==> src/rtl/dls_pkg.sv <==
package dls_pkg;
  localparam int STB_W = 16;

  // Per-slot strobes sent from the allocation logic to the state holder.
  typedef struct packed {
    logic [STB_W-1:0] nAccept;
    logic [STB_W-1:0] nDrop;
    logic [STB_W-1:0] delayAdd;
  } slotStb_t;
endpackage

==> src/rtl/dls_ctrl.sv <==
module dls_ctrl
  import dls_pkg::*;
#(
  parameter int N = 4,
  parameter int S = 4,
  parameter int R = 2,
  parameter int RC_EN = 1,
  parameter int DW = 2,
  parameter int LW = 3,
  parameter int RW = 1,
  parameter int P = 6
) (
  input  logic [P-1:0]                reqValid,
  input  logic [P-1:0][DW-1:0]        reqDest,
  input  logic [S-1:0][N-1:0]         futMask,
  output logic [P-1:0][LW-1:0]        reqDelay,
  output logic [P-1:0]                reqRecirc,
  output logic [P-1:0][RW-1:0]        reqRcLine,
  output logic [P-1:0]                reqDrop,
  output logic [S-1:0][N-1:0]         lineWr,
  output logic [R-1:0]                rcLoad,
  output logic [R-1:0][DW-1:0]        rcLoadDest,
  output slotStb_t                    stb
);
  localparam int RC_CAP = (RC_EN != 0) ? R : 0;

  logic [S-1:0] lineUsed;
  logic         found;
  int           rcCnt;

  // Sequential greedy allocation in requester order, smallest delay first.
  always_comb begin
    lineUsed   = '0;
    lineWr     = '0;
    reqDelay   = '0;
    reqRecirc  = '0;
    reqRcLine  = '0;
    reqDrop    = '0;
    rcLoad     = '0;
    rcLoadDest = '0;
    stb        = '0;
    rcCnt      = 0;
    found      = 1'b0;
    for (int p = 0; p < P; p++) begin
      found = 1'b0;
      if (reqValid[p]) begin
        for (int d = 1; d <= S; d++) begin
          if (!found && !lineUsed[d-1] && !futMask[d-1][reqDest[p]]) begin
            found                   = 1'b1;
            lineUsed[d-1]           = 1'b1;
            lineWr[d-1][reqDest[p]] = 1'b1;
            reqDelay[p]             = LW'(d);
            stb.nAccept             = stb.nAccept + 1'b1;
            stb.delayAdd            = stb.delayAdd + STB_W'(d);
          end
        end
        if (!found) begin
          if (rcCnt < RC_CAP) begin
            reqRecirc[p]      = 1'b1;
            reqRcLine[p]      = RW'(rcCnt);
            rcLoad[rcCnt]     = 1'b1;
            rcLoadDest[rcCnt] = reqDest[p];
            rcCnt             = rcCnt + 1;
          end else begin
            reqDrop[p] = 1'b1;
            stb.nDrop  = stb.nDrop + 1'b1;
          end
        end
      end
    end
  end
endmodule

==> src/rtl/dls_dp.sv <==
module dls_dp
  import dls_pkg::*;
#(
  parameter int N = 4,
  parameter int S = 4,
  parameter int R = 2,
  parameter int RC_EN = 1,
  parameter int DW = 2,
  parameter int CW = 16
) (
  input  logic                  clk,
  input  logic                  rst_n,
  input  logic [S-1:0][N-1:0]   lineWr,
  input  logic [R-1:0]          rcLoad,
  input  logic [R-1:0][DW-1:0]  rcLoadDest,
  input  slotStb_t              stb,
  output logic [S-1:0][N-1:0]   futMask,
  output logic [S-1:0][N-1:0]   xbarNow,
  output logic [R-1:0]          rcValid,
  output logic [R-1:0][DW-1:0]  rcDest,
  output logic [CW-1:0]         acceptCount,
  output logic [CW-1:0]         dropCount,
  output logic [CW-1:0]         delaySum
);
  localparam int HW = (S > 1) ? $clog2(S) : 1;

  // ring[exit entry][delay line] = one-hot destination leaving on that line
  logic [S-1:0][S-1:0][N-1:0] ring;
  logic [HW-1:0]              head;

  function automatic logic [HW-1:0] slotIdx(input logic [HW-1:0] h, input int d);
    return HW'((int'(h) + d) % S);
  endfunction

  // Destinations already due in each future slot; the slot S ahead reuses
  // the head entry, which is cleared at this edge, so it starts empty.
  always_comb begin
    futMask = '0;
    for (int d = 1; d < S; d++) begin
      for (int l = 0; l < S; l++) begin
        futMask[d-1] = futMask[d-1] | ring[slotIdx(head, d)][l];
      end
    end
  end

  assign xbarNow = ring[head];

  always_ff @(posedge clk or negedge rst_n) begin
    if (!rst_n) begin
      ring <= '0;
      head <= '0;
    end else begin
      for (int d = 1; d < S; d++) begin
        ring[slotIdx(head, d)][d-1] <= ring[slotIdx(head, d)][d-1] | lineWr[d-1];
      end
      ring[head]      <= '0;
      ring[head][S-1] <= lineWr[S-1];
      head            <= (head == HW'(S - 1)) ? '0 : head + 1'b1;
    end
  end

  generate
    if (RC_EN != 0) begin : g_rc
      always_ff @(posedge clk or negedge rst_n) begin
        if (!rst_n) begin
          rcValid <= '0;
          rcDest  <= '0;
        end else begin
          rcValid <= rcLoad;
          rcDest  <= rcLoadDest;
        end
      end
    end else begin : g_norc
      assign rcValid = '0;
      assign rcDest  = '0;
    end
  endgenerate

  always_ff @(posedge clk or negedge rst_n) begin
    if (!rst_n) begin
      acceptCount <= '0;
      dropCount   <= '0;
      delaySum    <= '0;
    end else begin
      acceptCount <= acceptCount + CW'(stb.nAccept);
      dropCount   <= dropCount + CW'(stb.nDrop);
      delaySum    <= delaySum + CW'(stb.delayAdd);
    end
  end
endmodule

==> src/rtl/dl_slot_sched.sv <==
module dl_slot_sched
  import dls_pkg::*;
#(
  parameter int N = 4,
  parameter int S = 4,
  parameter int R = 2,
  parameter int RC_EN = 1,
  parameter int CW = 16,
  localparam int DW = (N > 1) ? $clog2(N) : 1,
  localparam int LW = $clog2(S + 1),
  localparam int RW = (R > 1) ? $clog2(R) : 1,
  localparam int P = R + N
) (
  input  logic            clk,
  input  logic            rst_n,
  input  logic [N-1:0]    inValid,
  input  logic [N*DW-1:0] inDest,
  output logic [P*LW-1:0] reqDelay,
  output logic [P-1:0]    reqRecirc,
  output logic [P*RW-1:0] reqRcLine,
  output logic [P-1:0]    reqDrop,
  output logic [R-1:0]    rcActive,
  output logic [S*N-1:0]  xbar,
  output logic [CW-1:0]   acceptCount,
  output logic [CW-1:0]   dropCount,
  output logic [CW-1:0]   delaySum
);
  logic [P-1:0]          reqValid;
  logic [P-1:0][DW-1:0]  reqDest;
  logic [S-1:0][N-1:0]   futMask;
  logic [S-1:0][N-1:0]   lineWr;
  logic [S-1:0][N-1:0]   xbarNow;
  logic [R-1:0]          rcLoad;
  logic [R-1:0][DW-1:0]  rcLoadDest;
  logic [R-1:0]          rcValid;
  logic [R-1:0][DW-1:0]  rcDest;
  logic [P-1:0][LW-1:0]  delayA;
  logic [P-1:0][RW-1:0]  rcLineA;
  slotStb_t              stb;

  // Returning packets first, then inputs in port order.
  assign reqValid = {inValid, rcValid};
  genvar g;
  generate
    for (g = 0; g < R; g++) begin : g_rq
      assign reqDest[g] = rcDest[g];
    end
    for (g = 0; g < N; g++) begin : g_iq
      assign reqDest[R+g] = inDest[g*DW +: DW];
    end
  endgenerate

  dls_ctrl #(.N(N), .S(S), .R(R), .RC_EN(RC_EN), .DW(DW), .LW(LW), .RW(RW), .P(P)) u_ctrl (
    .reqValid(reqValid), .reqDest(reqDest), .futMask(futMask),
    .reqDelay(delayA), .reqRecirc(reqRecirc), .reqRcLine(rcLineA), .reqDrop(reqDrop),
    .lineWr(lineWr), .rcLoad(rcLoad), .rcLoadDest(rcLoadDest), .stb(stb)
  );

  dls_dp #(.N(N), .S(S), .R(R), .RC_EN(RC_EN), .DW(DW), .CW(CW)) u_dp (
    .clk(clk), .rst_n(rst_n), .lineWr(lineWr), .rcLoad(rcLoad), .rcLoadDest(rcLoadDest),
    .stb(stb), .futMask(futMask), .xbarNow(xbarNow), .rcValid(rcValid), .rcDest(rcDest),
    .acceptCount(acceptCount), .dropCount(dropCount), .delaySum(delaySum)
  );

  assign reqDelay  = delayA;
  assign reqRcLine = rcLineA;
  assign rcActive  = rcValid;
  assign xbar      = xbarNow;
endmodule

==> config.mk <==
export PLATFORM = sky130hd
export DESIGN_NAME = dl_slot_sched
export DESIGN_NICKNAME = d
export VERILOG_FILES = /design/src/rtl/dls_pkg.sv /design/src/rtl/dls_ctrl.sv /design/src/rtl/dls_dp.sv /design/src/rtl/dl_slot_sched.sv
export SDC_FILE = /design/constraint.sdc
export NUM_CORES = 1
export LEC_CHECK = 0
export BUFFER_PORTS_ARGS = -buffer_cell sky130_fd_sc_hd__buf_4
export CAP_MARGIN = 10
export CORE_ASPECT_RATIO = 2
export CORE_MARGIN = 2
export CORE_UTILIZATION = 67
export CTS_CLUSTER_DIAMETER = 100
export DETAILED_ROUTE_END_ITERATION = 10
export PLACE_DENSITY = 0.88
export SETUP_SLACK_MARGIN = 0.5
export SLEW_MARGIN = 25
export SYNTH_ARGS = -nofsm -noshare
export SYNTH_HDL_FRONTEND = slang
export SYNTH_SLANG_ARGS = --single-unit
==> constraint.sdc <==
create_clock -name clk -period 29.3 [get_ports clk]
set_clock_uncertainty 0.1 [all_clocks]
set_input_delay 2.93 -clock clk [delete_from_list [all_inputs] [get_ports clk]]
set_output_delay 2.93 -clock clk [all_outputs]
set_load 0.1 [all_outputs]
Word-level counts from Yosys, hierarchy flattened

Index checks and enable logic that the tools add are counted.

$add $sub $neg: 62
$mul: 0
Div/mod/pow operators: 0
Magnitude comparators: 35
Eq/ne operators: 1
Shift operators: 0
Muxes and demuxes: 431
Bitwise gates (word level): 39
Reductions and logical operators: 114

Operators by type and width:

| operator                                                                      | count |
|---|---|
| 16-bit 2-to-1 mux                                                             | 103 |
| 16-bit by 1-bit adder with 16-bit output, second input constant               | 33 |
| 32-bit 2-to-1 mux                                                             | 12 |
| 32-bit by 3-bit less-than comparator with 1-bit output, second input constant | 10 |
| 48-bit 2-to-1 mux                                                             | 6 |
| 64-bit bitwise mux                                                            | 4 |
| 16-bit by 2-bit adder with 16-bit output, second input constant               | 12 |
| 4-bit 2-to-1 mux                                                              | 45 |
| 16-bit demux with 2-bit select                                                | 5 |
| 32-bit by 1-bit >= comparator with 1-bit output, second input constant        | 5 |
| 1-bit 2-to-1 mux                                                              | 158 |
| 32-bit by 2-bit adder with 32-bit output, second input constant               | 4 |
| 16-bit binary-select mux with 2-bit select                                    | 4 |
| 4-bit OR                                                                      | 32 |
| 16-bit by 3-bit adder with 16-bit output, second input constant               | 6 |
| 2-bit 2-to-1 mux                                                              | 33 |
| 64-bit AND                                                                    | 1 |
| 64-bit inverter                                                               | 1 |
| 1-bit logical NOT                                                             | 61 |
| 1-bit logical AND                                                             | 53 |
| 16-bit adder                                                                  | 3 |
| 1-bit binary-select mux with 2-bit select                                     | 24 |
| 3-bit 2-to-1 mux                                                              | 14 |
| 2-bit by 3-bit less-than comparator with 1-bit output, second input constant  | 10 |
| 12 further kinds                                                              | 43 |

Register bits: 120
Latch bits: 0
RAM bits: 0
Memory bits (read-only): 0
Bits of input ports: 14
Output and inout bits: 102
Memories: 0

Logic depth before layout (Yosys ltp)

Depth in word-level cells: 123
Gate-level depth with buffers: 92
Depth with buffers taken out: 84

By module

A second synthesis with hierarchy kept.

Cell total of the unflattened synthesis: 1,649
Area, all modules: 14,010.9 sq um

Modules (own cells, without submodules):

| module   | times used | cells each | area an instance (sq um) |
|---|---|---|---|
| dls_dp   | 1          | 672        | 7,238.2 |
| dls_ctrl | 1          | 977        | 6,772.7 |

Worst setup path after synthesis

No wires, ideal clock.

Path type: reg2reg
Start point: register u_dp.head[0]
End point: register u_dp.acceptCount[15]
Library setup time: 158 ps
Data arrival time: 17,439 ps
Required time: 29,042 ps
Path slack: 11,603 ps
Stages on the path, launching flop included: 89
Path buffers: 10
Period minus slack after synthesis: 17,697 ps
Cell sequence: dfrtp_1 > buf_6 > buf_12 > buf_12 > buf_12 > buf_12 > clkbuf_1 > inv_1 > ha_1 > buf_2 > buf_1 > o211ai_1 > a21oi_2 > mux4_2 > inv_2 > buf_2 > nor2_1 > buf_2 > (+53 left out) > nand2_1 > o21ai_0 > ha_1 > a21o_1 > a21oi_1 > o21bai_1 > a21oi_1 > o21bai_1 > a21oi_1 > o21bai_1 > a21oi_1 > o21bai_1 > a21oi_1 > o21bai_1 > a21oi_1 > o21bai_1 > a21oi_1 > xnor2_1

Longest elaborated chain between the ends: 83
Elaborated cells between the ends (all ways): 279

RTL lines:

| element                                                                                           | line           | source |
|---|---|---|
| start, declared                                                                                   | dls_dp.sv:29   | `logic [HW-1:0] head;` |
| start signal, assigned                                                                            | dls_dp.sv:58   | `head <= (head == HW'(S - 1)) ? '0 : head + 1'b1;` |
| parallel branches: the longest is 81 deep, another holds 16-bit by 1-bit adder with 16-bit output | n/a            |  |
| 48-bit 2-to-1 mux *                                                                               | dls_ctrl.sv:46 | `if (reqValid[p]) begin` |
| 16-bit adder *                                                                                    | dls_dp.sv:85   | `acceptCount <= acceptCount + CW'(stb.nAccept);` |
| end signal, assigned                                                                              | dls_dp.sv:85   |  |
| end, declared                                                                                     | dls_dp.sv:21   | `output logic [CW-1:0] acceptCount,` |

Every way passes the cells marked *. The select of a mux whose other input is x is not followed.

Worst setup path in the final report

Same ends and word-level chain as after synthesis.

==> summary.md <==
| Metric | Value |
|---|---|
| DR vias | `between 10000 and 15000` |
| Final setup vio count | `0` |
| Max Fclk | `roughly 50 MHz` |
| Delay-heaviest family, CP | `compound AO/OA/AOI/OAI gates` |
| Vias in the first global route | `roughly 14000` |
| Fraction of registers with async set/reset | `1.000` |
| DR pass1 iterations | `7` |
| Hold path start | `u_dp.dropCount[10]` |
| Main area contributors after synthesis | `dfrtp_1, ha_1, mux4_2` |
| Drt drc | `0` |
| Post-DP HPWL | `~35000 µm` |
| Worst Path Arrival | `slightly above 20 ns` |
| Port Buf Inserts | `between 100 and 150` |
| Clock root buffer | `clkbuf_16` |
| Hold EP | `u_dp.dropCount[10]` |
| Initial antenna violation count | `4` |
| Capturing point of the worst reg2reg path | `u_dp.acceptCount[15]` |
| Area grow syn2layout | `12.47%` |
| Synth Flop Type | `dfrtp_1` |
| Vias per inst | `roughly 7.4` |
| Die Width | `103.2 µm` |
| Sequential area share after synthesis | `0.2275` |
| Fin crit period | `roughly 20 ns` |
| Max Cap Viol | `0` |
| Outcome | `finished clean` |
| Later-pin clock latency in the skew report | `about 0.48 ns` |
| Dpl cells | `1866` |
| Die height | `approximately 200 µm` |
| Post-CTS setup buffer count | `0` |
| IO Pins | `~120` |
| Max Fanout on Critical Path | `63` |
| Avg Inst Size Synth | `~8.6 µm²` |
| FP Rows | `72` |
| Post-cts resize count | `0` |
| Filler cells | `around 1300` |
| Slowest-stage cell, CP | `a2111oi_0` |
| Yosys cell types | `106` |
| Most numerous cell on the critical path | `ha_1` |
| Sink Count | `120` |
| Hold_ws | `0.4118 ns` |
| Final setup TNS | `0 ns` |
| Wirelength per Cell | `~27 µm` |
| Ys Warns | `0` |
| Core area | `a little under 20000 µm²` |
| Design area | `~15000 µm²` |
| ANT nets after route | `0` |
| Yosys reg bits | `120` |
| WL final | `between 50000 and 60000 µm` |
| Final nets | `between 1500 and 2000` |
| GRT Total Usage | `0.4969` |
| Final Wtd Congestion | `between 1 and 1.5` |
| Slew Viols, Final | `0` |
| Initial drt markers | `about 1400` |
| First-pass GRT wire length | `78420 µm` |
| Grt ovf | `0` |
| Synth Instances | `~1500` |
| Worst slew margin relative to its limit | `0.2789` |
| Worst reg2reg path depth | `84` |
| CP required | `29.58 ns` |
| Cell Area, Placed | `~14000 µm²` |
| Setup crit end kind | `flop` |
| CP max stage delay | `approximately 0.84 ns` |
| Crit Path Category | `reg -> reg` |
| Worst-margin pin slew | `about 1.1 ns` |
| Initial core utilization | `0.6814` |
| CTS max path bufs | `3` |
| Clock slew at reported path FFs | `~0.050 ns` |
| Hold WC Path Type | `reg -> reg` |
| Crit path launch type | `flop` |
| Crit share post-route | `0.6784` |
| Commonest non-fill, non-tap cell in the layout | `nor2_1` |
| Post-synth top area share | `0.2275` |
| CTS Buf Count | `25` |
| Top cell type by total area after synthesis | `dfrtp_1` |
| Most frequent cells in the layout | `nor2_1, nand2_1, buf_4, dfrtp_1, a21oi_1` |
| Internal reg-to-reg setup slack | `between 9 and 10 ns` |
| Fin. Hold Viols | `0` |
| Buffers & Inverters on Critical Path | `6` |
| Hold buffer count at cts | `0` |
| Non-filler cells in the finished layout | `1901` |
| Number of flops mapped to enable cells by yosys | `0` |
| Share of cells above drive strength 1 | `0.1628` |
| Worst r2r src | `u_dp.head[0]` |
| WHS Path Cells | `1` |
| CTS tree | `done` |
| CTS H-tree depth | `4` |
| Pin count of the biggest net entering global routing | `between 70 and 80` |
| Die area | `~21000 µm²` |
| Synth Cell Area | `around 13000 µm²` |
| RSZ-0062 raised after global routing | `false` |
-- cell usage after synthesis (15+ instances only) --
master and count:
a211oi_1 56, a21o_1 21, a21oi_1 102, a221oi_1 15
a31oi_1 19, and2_1 18, and3_1 18, clkbuf_1 56
dfrtp_1 120, ha_1 89, inv_1 72, mux2i_1 28
mux4_2 41, nand2_1 136, nand3_1 35, nor2_1 167
nor3_1 35, nor4_1 20, o211ai_1 28, o21ai_0 43
o21bai_1 23, xnor2_1 76, xor2_1 28
-- per-layer routing --
layer	track usage	routed length, µm	vias up
met5	0	12	-
met4	0.4272	5728	2
met3	0.1497	4869	391
met2	0.7767	24000	1000
met1	0.5296	16250	6773
li1	-	-	5962
-- logic make-up after synthesis --
kind of cell | share of synthesized area
AOI/OAI and AO/OA | 0.2523
xor gates and xnor gates | 0.07319
adders and majority gates | 0.08893
buffers and inverters | 0.05821
DFF | 0.2275
muxes | 0.1088
other | 0.0002841
and+or+nand+nor | 0.1907
-- stage by stage --
stage	utilization	setup WS (ns)
after floorplan	-	11.60
after global placement	0.7291	11.03
after detailed placement	0.7291	10.22
after CTS	0.7643	9.801
after global routing	0.7661	8.301
final	0.7663	9.424
-- area by class of cell --
cell class / count / area [µm²] / area share
Sequential cell: 120 / 3004 / 0.2024
Timing Repair Buffer: 129 / 969.7 / 0.06533
Clock buffer: 32 / 681.9 / 0.04594
Inverter: 78 / 294.0 / 0.01981
Tap cell: 259 / 324.1 / 0.02183
Multi-Input combinational cell: 1281 / 9564 / 0.6444
Antenna cell: 2 / 5.005 / 0.0003372
-- worst reg2reg max path: cells and delay by family, from the launching register on --
family	cells	cell delay [ns]
AOI/OAI and AO/OA	34	7.00
adders and majority gates	21	6.55
and+or+nand+nor	18	3.08
buffers and inverters	6	1.38
muxes	4	1.06
DFF	1	0.44
xor gates and xnor gates	1	0.17
-- worst max-delay path by stage --
stage	slack [ns]	to	startpoint	cells after the start
2_1_floorplan	11.60	u_dp.acceptCount[15]	u_dp.head[0]	88
3_3_place_gp	11.03	u_dp.acceptCount[15]	u_dp.head[0]	83
3_5_place_dp	10.22	u_dp.acceptCount[15]	u_dp.head[0]	84
4_1_cts	9.80	u_dp.acceptCount[15]	u_dp.head[0]	84
5_1_grt	8.30	u_dp.acceptCount[15]	u_dp.head[0]	80
6_report	9.42	u_dp.acceptCount[15]	u_dp.head[0]	84
Power is not shown: default switching activity piles up to over one toggle a cycle in this logic, so the estimate is an artifact.
